File: src/rtl/sbq_pkg.sv
package sbq_pkg;
  localparam int SBQ_DEF_DEPTH = 4;
  localparam int SBQ_DEF_IDX_W = 5;

  function automatic int sbq_ptr_w(input int depth);
    return (depth > 1) ? $clog2(depth) : 1;
  endfunction
endpackage

File: src/rtl/sbq_ctrl.sv
module sbq_ctrl #(
  parameter int DEPTH = sbq_pkg::SBQ_DEF_DEPTH,
  localparam int PW   = sbq_pkg::sbq_ptr_w(DEPTH)
) (
  input  logic             clk,
  input  logic             rst,
  input  logic             ins_req,
  input  logic             rem_req,
  input  logic [DEPTH-1:0] occ,
  output logic [PW-1:0]    head,
  output logic [PW-1:0]    tail,
  output logic             ins_fire,
  output logic             rem_fire,
  output logic             ins_ready,
  output logic [DEPTH-1:0] live
);
  localparam logic [PW-1:0] LAST = PW'(DEPTH - 1);

  logic full;

  function automatic logic [PW-1:0] bump(input logic [PW-1:0] p);
    return (p == LAST) ? '0 : p + 1'b1;
  endfunction

  assign full      = &occ;
  assign rem_fire  = rem_req && occ[head];
  assign ins_ready = !full || rem_fire;
  assign ins_fire  = ins_req && ins_ready;
  assign live      = rem_fire ? (occ & ~(DEPTH'(1) << head)) : occ;

  always_ff @(posedge clk) begin
    if (rst) begin
      head <= '0;
      tail <= '0;
    end else begin
      if (rem_fire) head <= bump(head);
      if (ins_fire) tail <= bump(tail);
    end
  end
endmodule

File: src/rtl/sbq_store.sv
module sbq_store #(
  parameter int DEPTH = sbq_pkg::SBQ_DEF_DEPTH,
  parameter int IDX_W = sbq_pkg::SBQ_DEF_IDX_W,
  localparam int PW   = sbq_pkg::sbq_ptr_w(DEPTH)
) (
  input  logic                   clk,
  input  logic                   rst,
  input  logic                   ins_fire,
  input  logic                   rem_fire,
  input  logic [PW-1:0]          head,
  input  logic [PW-1:0]          tail,
  input  logic                   ins_has_dst,
  input  logic [IDX_W-1:0]       ins_dst,
  output logic [DEPTH-1:0]       occ,
  output logic [DEPTH-1:0]       ent_vld,
  output logic [DEPTH*IDX_W-1:0] ent_idx
);
  logic             vld_q [DEPTH];
  logic [IDX_W-1:0] idx_q [DEPTH];

  // occupancy carries the reset; slot contents need none
  always_ff @(posedge clk) begin
    if (rst) begin
      occ <= '0;
    end else begin
      if (rem_fire) occ[head] <= 1'b0;
      if (ins_fire) occ[tail] <= 1'b1;
    end
  end

  always_ff @(posedge clk) begin
    if (ins_fire) begin
      vld_q[tail] <= ins_has_dst;
      idx_q[tail] <= ins_dst;
    end
  end

  for (genvar g = 0; g < DEPTH; g++) begin : g_flat
    assign ent_vld[g]                 = vld_q[g];
    assign ent_idx[g*IDX_W +: IDX_W]  = idx_q[g];
  end
endmodule

File: src/rtl/sbq_search.sv
module sbq_search #(
  parameter int DEPTH = sbq_pkg::SBQ_DEF_DEPTH,
  parameter int IDX_W = sbq_pkg::SBQ_DEF_IDX_W
) (
  input  logic [DEPTH-1:0]       live,
  input  logic [DEPTH-1:0]       ent_vld,
  input  logic [DEPTH*IDX_W-1:0] ent_idx,
  input  logic                   q_vld,
  input  logic [IDX_W-1:0]       q_idx,
  output logic                   hit
);
  logic [DEPTH-1:0] match;

  for (genvar g = 0; g < DEPTH; g++) begin : g_cmp
    assign match[g] = live[g] && ent_vld[g] &&
                      (ent_idx[g*IDX_W +: IDX_W] == q_idx);
  end

  assign hit = q_vld && (|match);
endmodule

File: src/rtl/sbq_scoreboard.sv
module sbq_scoreboard #(
  parameter int DEPTH = sbq_pkg::SBQ_DEF_DEPTH,
  parameter int IDX_W = sbq_pkg::SBQ_DEF_IDX_W
) (
  input  logic             clk,
  input  logic             rst,
  input  logic             ins_en,
  input  logic             ins_has_dst,
  input  logic [IDX_W-1:0] ins_dst,
  input  logic             rem_en,
  input  logic             s1_vld,
  input  logic [IDX_W-1:0] s1_reg,
  input  logic             s2_vld,
  input  logic [IDX_W-1:0] s2_reg,
  output logic             s1_hit,
  output logic             s2_hit,
  output logic             ins_ready
);
  localparam int PW = sbq_pkg::sbq_ptr_w(DEPTH);

  logic [PW-1:0]          head, tail;
  logic                   ins_fire, rem_fire;
  logic [DEPTH-1:0]       occ, live, ent_vld;
  logic [DEPTH*IDX_W-1:0] ent_idx;
  logic [1:0]             q_vld, hit;
  logic [IDX_W-1:0]       q_idx [2];

  sbq_ctrl #(.DEPTH(DEPTH)) u_ctrl (
    .clk(clk), .rst(rst), .ins_req(ins_en), .rem_req(rem_en), .occ(occ),
    .head(head), .tail(tail), .ins_fire(ins_fire), .rem_fire(rem_fire),
    .ins_ready(ins_ready), .live(live)
  );

  sbq_store #(.DEPTH(DEPTH), .IDX_W(IDX_W)) u_store (
    .clk(clk), .rst(rst), .ins_fire(ins_fire), .rem_fire(rem_fire),
    .head(head), .tail(tail), .ins_has_dst(ins_has_dst), .ins_dst(ins_dst),
    .occ(occ), .ent_vld(ent_vld), .ent_idx(ent_idx)
  );

  assign q_vld    = {s2_vld, s1_vld};
  assign q_idx[0] = s1_reg;
  assign q_idx[1] = s2_reg;

  for (genvar p = 0; p < 2; p++) begin : g_port
    sbq_search #(.DEPTH(DEPTH), .IDX_W(IDX_W)) u_search (
      .live(live), .ent_vld(ent_vld), .ent_idx(ent_idx),
      .q_vld(q_vld[p]), .q_idx(q_idx[p]), .hit(hit[p])
    );
  end

  assign s1_hit = hit[0];
  assign s2_hit = hit[1];
endmodule

File: config.mk
export PLATFORM = sky130hd
export DESIGN_NAME = sbq_scoreboard
export DESIGN_NICKNAME = d
export VERILOG_FILES = /design/src/rtl/sbq_pkg.sv /design/src/rtl/sbq_ctrl.sv /design/src/rtl/sbq_store.sv /design/src/rtl/sbq_search.sv /design/src/rtl/sbq_scoreboard.sv
export SDC_FILE = /design/constraint.sdc
export NUM_CORES = 1
export LEC_CHECK = 0
export BUFFER_PORTS_ARGS = -buffer_cell sky130_fd_sc_hd__buf_4
export CAP_MARGIN = 20
export CORE_MARGIN = 2
export CORE_UTILIZATION = 58
export CTS_CLUSTER_DIAMETER = 120
export CTS_CLUSTER_SIZE = 12
export DETAILED_ROUTE_END_ITERATION = 16
export MAX_ROUTING_LAYER = met4
export PLACE_DENSITY_LB_ADDON = 0.15
export SLEW_MARGIN = 5
export SYNTH_ARGS = -nofsm -noshare
export SYNTH_HDL_FRONTEND = slang
export SYNTH_HIERARCHICAL = 1
export SYNTH_SLANG_ARGS = --single-unit
File: constraint.sdc
create_clock -name clk -period 5.6 [get_ports clk]
set_clock_uncertainty 0.2 [all_clocks]
set_input_delay 1.68 -clock clk [delete_from_list [all_inputs] [get_ports clk]]
set_output_delay 1.68 -clock clk [all_outputs]
set_load 0.1 [all_outputs]
== Yosys cells after proc, flatten, opt, wreduce, memory -nomap -nowiden ==
Memory sizes are Yosys's and may differ from the RTL's.
Index checks and enable logic that the tools add are counted.

* Bits in registers: 8
* Bits in writable memories: 24
* Input port bits: 22
* Output and inout bits: 3
* Word-level logic and storage cells: 64
* Memories kept: 2

* $add $sub $neg: 2
* Order comparisons: 4
* Equality and inequality tests: 10
* Shift operators: 1
* Muxes and demuxes: 14
* Bitwise logic cells: 5
* Reduce and logical (&&, ||, !) cells: 23

{| class="wikitable"
|+ Memories
! name !! depth !! width !! read ports !! clocked after Yosys merged registers in !! write ports !! line !! text
|-
| u_store.idx_q || 4 || 5 || 4 || 0 || 1 || sbq_store.sv:19 || <nowiki>logic [IDX_W-1:0] idx_q [DEPTH];</nowiki>
|-
| u_store.vld_q || 4 || 1 || 4 || 0 || 1 || sbq_store.sv:18 || <nowiki>logic vld_q [DEPTH];</nowiki>
|}

{| class="wikitable"
|+ Operators with widths
! operator !! number
|-
| 5-bit equality test || 8
|-
| 1-bit logical AND || 18
|-
| 4-bit 2-to-1 mux || 4
|-
| 4-bit bitwise AND || 2
|-
| 4-bit inverter || 2
|-
| 4-bit OR reduction || 2
|-
| 2-bit by 3-bit < comparator with 1-bit output, second input constant || 2
|-
| 1-bit 2-to-1 mux || 5
|-
| 2-bit by 1-bit adder with 2-bit output, second input constant || 2
|-
| 1-bit demux with 2-bit select || 2
|-
| 2-bit equality test, second input constant || 2
|-
| 2-bit by 1-bit greater-or-equal comparator with 1-bit output, second input constant || 2
|-
| 2-bit 2-to-1 mux || 2
|-
| 4-bit bitwise OR || 1
|-
| 4-bit AND reduction || 1
|-
| 1-bit by 2-bit left shift with 4-bit output, first input constant || 1
|-
| 1-bit binary-select mux with 2-bit select || 1
|-
| 1-bit zero test || 1
|-
| 1-bit logical OR || 1
|}

== Logic depth before layout (Yosys ltp) ==
* Word-level depth: 10
* Gate-level depth with buffers: 7
* Mapped depth without buffers: 6

== Cells and area by module ==
The synthesis kept the hierarchy.

{| class="wikitable"
|+ Modules (own cells, without submodules)
! module !! instances !! cells each !! area an instance (um^2) !! sequential area each (um^2)
|-
| sbq_store || 1 || 50 || 953.4 || 800.8
|-
| sbq_search || 2 || 30 || 245.2 || 0.0
|-
| sbq_ctrl || 1 || 39 || 362.8 || 80.1
|}

== Least setup slack after synthesis ==
Ideal clock, no wire load.

* Kind: input to output
* Start: in rem_en
* End: out s1_hit
* Arrival time: 3.267 ns
* Data required time: 3.720 ns
* Slack: 0.453 ns
* Stages: 5
* Buffers on the path: 1
* Path through: and3_1 buf_6 a21boi_0 nand4_1 a41oi_2

* Longest elaborated chain between the ends: 6
* Elaborated cells on any way between the ends: 12
* Classes of those cells: mux (1); reduce/logical (11)

{| class="wikitable"
|+ Ends and longest elaborated chain
! what !! line !! text
|-
| from (decl) || sbq_scoreboard.sv:10 || <nowiki>input logic rem_en,</nowiki>
|-
| 1-bit logical AND || sbq_ctrl.sv:26 || <nowiki>assign rem_fire = rem_req && occ[head];</nowiki>
|-
| via rem_fire || sbq_scoreboard.sv:22 || <nowiki>logic ins_fire, rem_fire;</nowiki>
|-
| 4-bit 2-to-1 mux || sbq_ctrl.sv:29 || <nowiki>assign live = rem_fire ? (occ & ~(DEPTH'(1) << head)) : occ;</nowiki>
|-
| via live[3] || sbq_scoreboard.sv:23 || <nowiki>logic [DEPTH-1:0] occ, live, ent_vld;</nowiki>
|-
| 1-bit logical AND (2 in a row) || sbq_search.sv:15 || <nowiki>assign match[g] = live[g] && ent_vld[g] &&</nowiki>
|-
| 4-bit OR reduction || sbq_search.sv:19 || <nowiki>assign hit = q_vld && (|match);</nowiki>
|-
| 1-bit logical AND || sbq_search.sv:19 ||
|-
| to (decl) || sbq_scoreboard.sv:15 || <nowiki>output logic s1_hit,</nowiki>
|}

The timed path passes the listed nets, and every way through them passes these cells.

== Worst setup path in the final report ==
Ends and elaborated chain as after synthesis.

==> flow_summary.yaml <==
layout:
  area_growth_pct: 14.5
  diodes: 0
  drive_above_1_share_pct: 21.5
  fin_nets: 203
  layout_commonest_cell: "xor2_1"
  final_area_mm2: 0.00207
  layout_common_cells: "xor2_1, buf_4, edfxtp_1"
placement:
  dp_hpwl_um: 2780
  dp_slack_ns: 0.637
  port_buffers: 24
  placedInstanceArea_mm2: 0.00199
  gp_congestion: 0.865
yosys:
  synth_seq_area_share_pct: 48.8
  synth_seq_cells: 32
  postSynthCellCount: 149
  syn_area_mm2: 0.00181
  syn_avg_cell_area_um2: 12.1
  synth_fp_nets: 176
  ys_types: 30
  yosysWarnings: 6
route:
  drt-pass1-iter-count: 4
  num_vias: 1209
  ant_nets: 0
  wl_per_cell_um: 16.9
  dr.first_iter.drc_count: 70
  vias_per_cell: 5.76
  routed_wl_um: 3550
  drc_errors: 0
clock_tree:
  cts_buffer_depth: 2
  post_cts_resized: 0
  cts-root-buf: "clkbuf_4"
  htree_num_levels: 2
  post-cts-setup-buffers: 0
  worstSkewPairLatency_ns: 0.33
  clk_pin_slew_worst_paths_ns: 0.09
  hold_buffers: 0
  clock-sinks: 32
  cts_buffers: 5
  cts_tree: "built"
global_routing:
  first_global_vias: 1125
  antenna_found_initial: 0
  grt_max_degree: 15
  grt_pass1_wl_um: 5540
  grt.overflow.total: 0
  grtUsageTotal_pct: 23.2
sta:
  worst_slack_ns: 0.605
  fmax_mhz: 200
  rsz0062_at_grt: "false"
  tightestPinTransition_ns: 0.545
  setup-tns-final_ns: 0
  relSlewSlack_pct: 63.5
  fin_crit_sh_pct: 89.2
  finalMaxSlewViolations: 0
  hold_viol: 0
  setup_violations: 0
  layout_min_cycle_time_ns: 4.99
pwr:
  clkPwrFrac_pct: 30.7
  p_leak_nw: 0.783
  swShare_pct: 25.2
  power_density_mw_per_mm2: 264
  p_int_uw: 409
  power.switching_uw: 138
  total_power_uw: 547
  ir_worst_vdd_mv: 0.232
  pwr-share-comb_pct: 15.8
  seqPwrFrac_pct: 53.5
setup_path:
  crit_path_frequent_cell: "buf_4"
  setup.worst_path.end_class: "primary output"
  cpMaxStageDelayCell: "a21boi_0"
  crit_path_max_incr_delay_ns: 0.37
  cp_cell_sequence: "buf_4 -> and3_1 -> a21boi_0 -> nand4_1 -> a41oi_2 -> buf_4"
  cp.arrival_ns: 3.11
  cp-start-kind: "input pin"
  cp_max_fo: 11
  crit_required_ns: 3.72
  path_class: "in -> out"
status:
  status: "finished, final reports clean"
floorplan:
  fp.dieW_um: 59.8
  die_h_um: 59.8
  rows: 20
  core_area_mm2: 0.00300
  pin_count: 25
  initial_core_util_pct: 60.2
  dieArea_mm2: 0.00358
run:
  cap_violations: 0
worst_hold_path:
  worstHoldPathType: "reg -> reg"
[worst max-delay path, delay by kind of cell]
family,cells,cell delay (ns)
compound gates,2,0.54
simple gates,2,0.46
buf+inv,2,0.43
[cell usage after synthesis]
master | n | share of area (%)
xor2_1 | 32 | 16
edfxtp_1 | 24 | 40
nand4_1 | 9 | 3.1
dfxtp_1 | 8 | 8.9
nor4_1 | 8 | 2.8
xnor2_1 | 8 | 3.9
nand2b_1 | 6 | 2.1
ha_1 | 5 | 3.5
inv_1 | 5 | 1.0
a21boi_0 | 4 | 1.7
buf_4 | 4 | 1.7
mux2i_1 | 4 | 2.2
nand2_1 | 4 | 0.83
nor2b_1 | 3 | 1.0
a22o_1 | 2 | 0.97
a41oi_2 | 2 | 1.8
and3_1 | 2 | 0.69
and3b_1 | 2 | 0.97
mux2_4 | 2 | 1.7
nand3_1 | 2 | 0.55
nor2_1 | 2 | 0.42
nor3_1 | 2 | 0.55
nor3b_1 | 2 | 0.83
a2bb2oi_1 | 1 | 0.48
buf_6 | 1 | 0.62
nand3b_1 | 1 | 0.42
o2bb2ai_1 | 1 | 0.48
o31ai_2 | 1 | 0.69
o32ai_1 | 1 | 0.48
or2_2 | 1 | 0.35
[worst paths after layout]
kind,cells after the start,slack (ns),to,start
setup / recovery,6,0.61,s1_hit,rem_en
hold / removal,2,0.32,u_store/occ[0],u_store/occ[0]
setup reg to reg,4,3.14,u_store/idx_q[2][2],u_ctrl/head[0]
hold reg to reg,2,0.32,u_store/occ[0],u_store/occ[0]
[per-stage QoR]
step | hold slack (ns) | util, % | std cells
floorplan | 0.264 | - | 149
global placement | 0.295 | 66.2 | 201
detailed placement | 0.299 | 66.2 | 201
CTS | 0.317 | 68.7 | 209
global route | 0.329 | 68.9 | 210
finish | 0.322 | 68.9 | 210
[routing by layer]
| metal | track usage, % | part of all wire, % |
|---|---|---|
| met5 | - | 0 |
| met4 | 9.21 | 2.1 |
| met3 | 6.93 | 6.1 |
| met2 | 33.1 | 46 |
| met1 | 31.0 | 46 |
[registers in the layout, indices dropped and copies added (netlist names)]
name           flops
u_store/idx_q     20
u_store/occ        4
u_store/vld_q      4
u_ctrl/head        2
u_ctrl/tail        2
[layout make-up]
| class | count | area, um2 |
|---|---|---|
| inverters | 5 | 18.8 |
| fillers | 239 | 935 |
| repair buffers | 25 | 185 |
| well taps | 33 | 41.3 |
| multi-input cells | 107 | 866 |
| clock inverters | 2 | 35.0 |
| clock buffers | 6 | 41.3 |
| flip-flops and latches | 32 | 881 |
[cell families (layout without fill, tap and decap cells)]
family          Yosys count  in the layout  synth area share, %
buf+inv                  10             38                 3.32
fa+ha+maj                 5              5                 3.46
simple gates             44             44                 14.6
flops                    32             32                 48.8
mux                       6              6                 3.88
compound gates           12             12                 6.58
xor+xnor                 40             40                 19.4
[power by group through the flow]
stage               Clock [mW]  Combinational, mW  Sequential [mW]
detailed placement           0             0.0848            0.298
global route             0.183             0.0936            0.295
floorplan                    0             0.0577            0.292
finish                   0.168             0.0865            0.292
CTS                      0.173             0.0852            0.292
global placement             0             0.0821            0.296
Power figures use the tool's default switching activity.
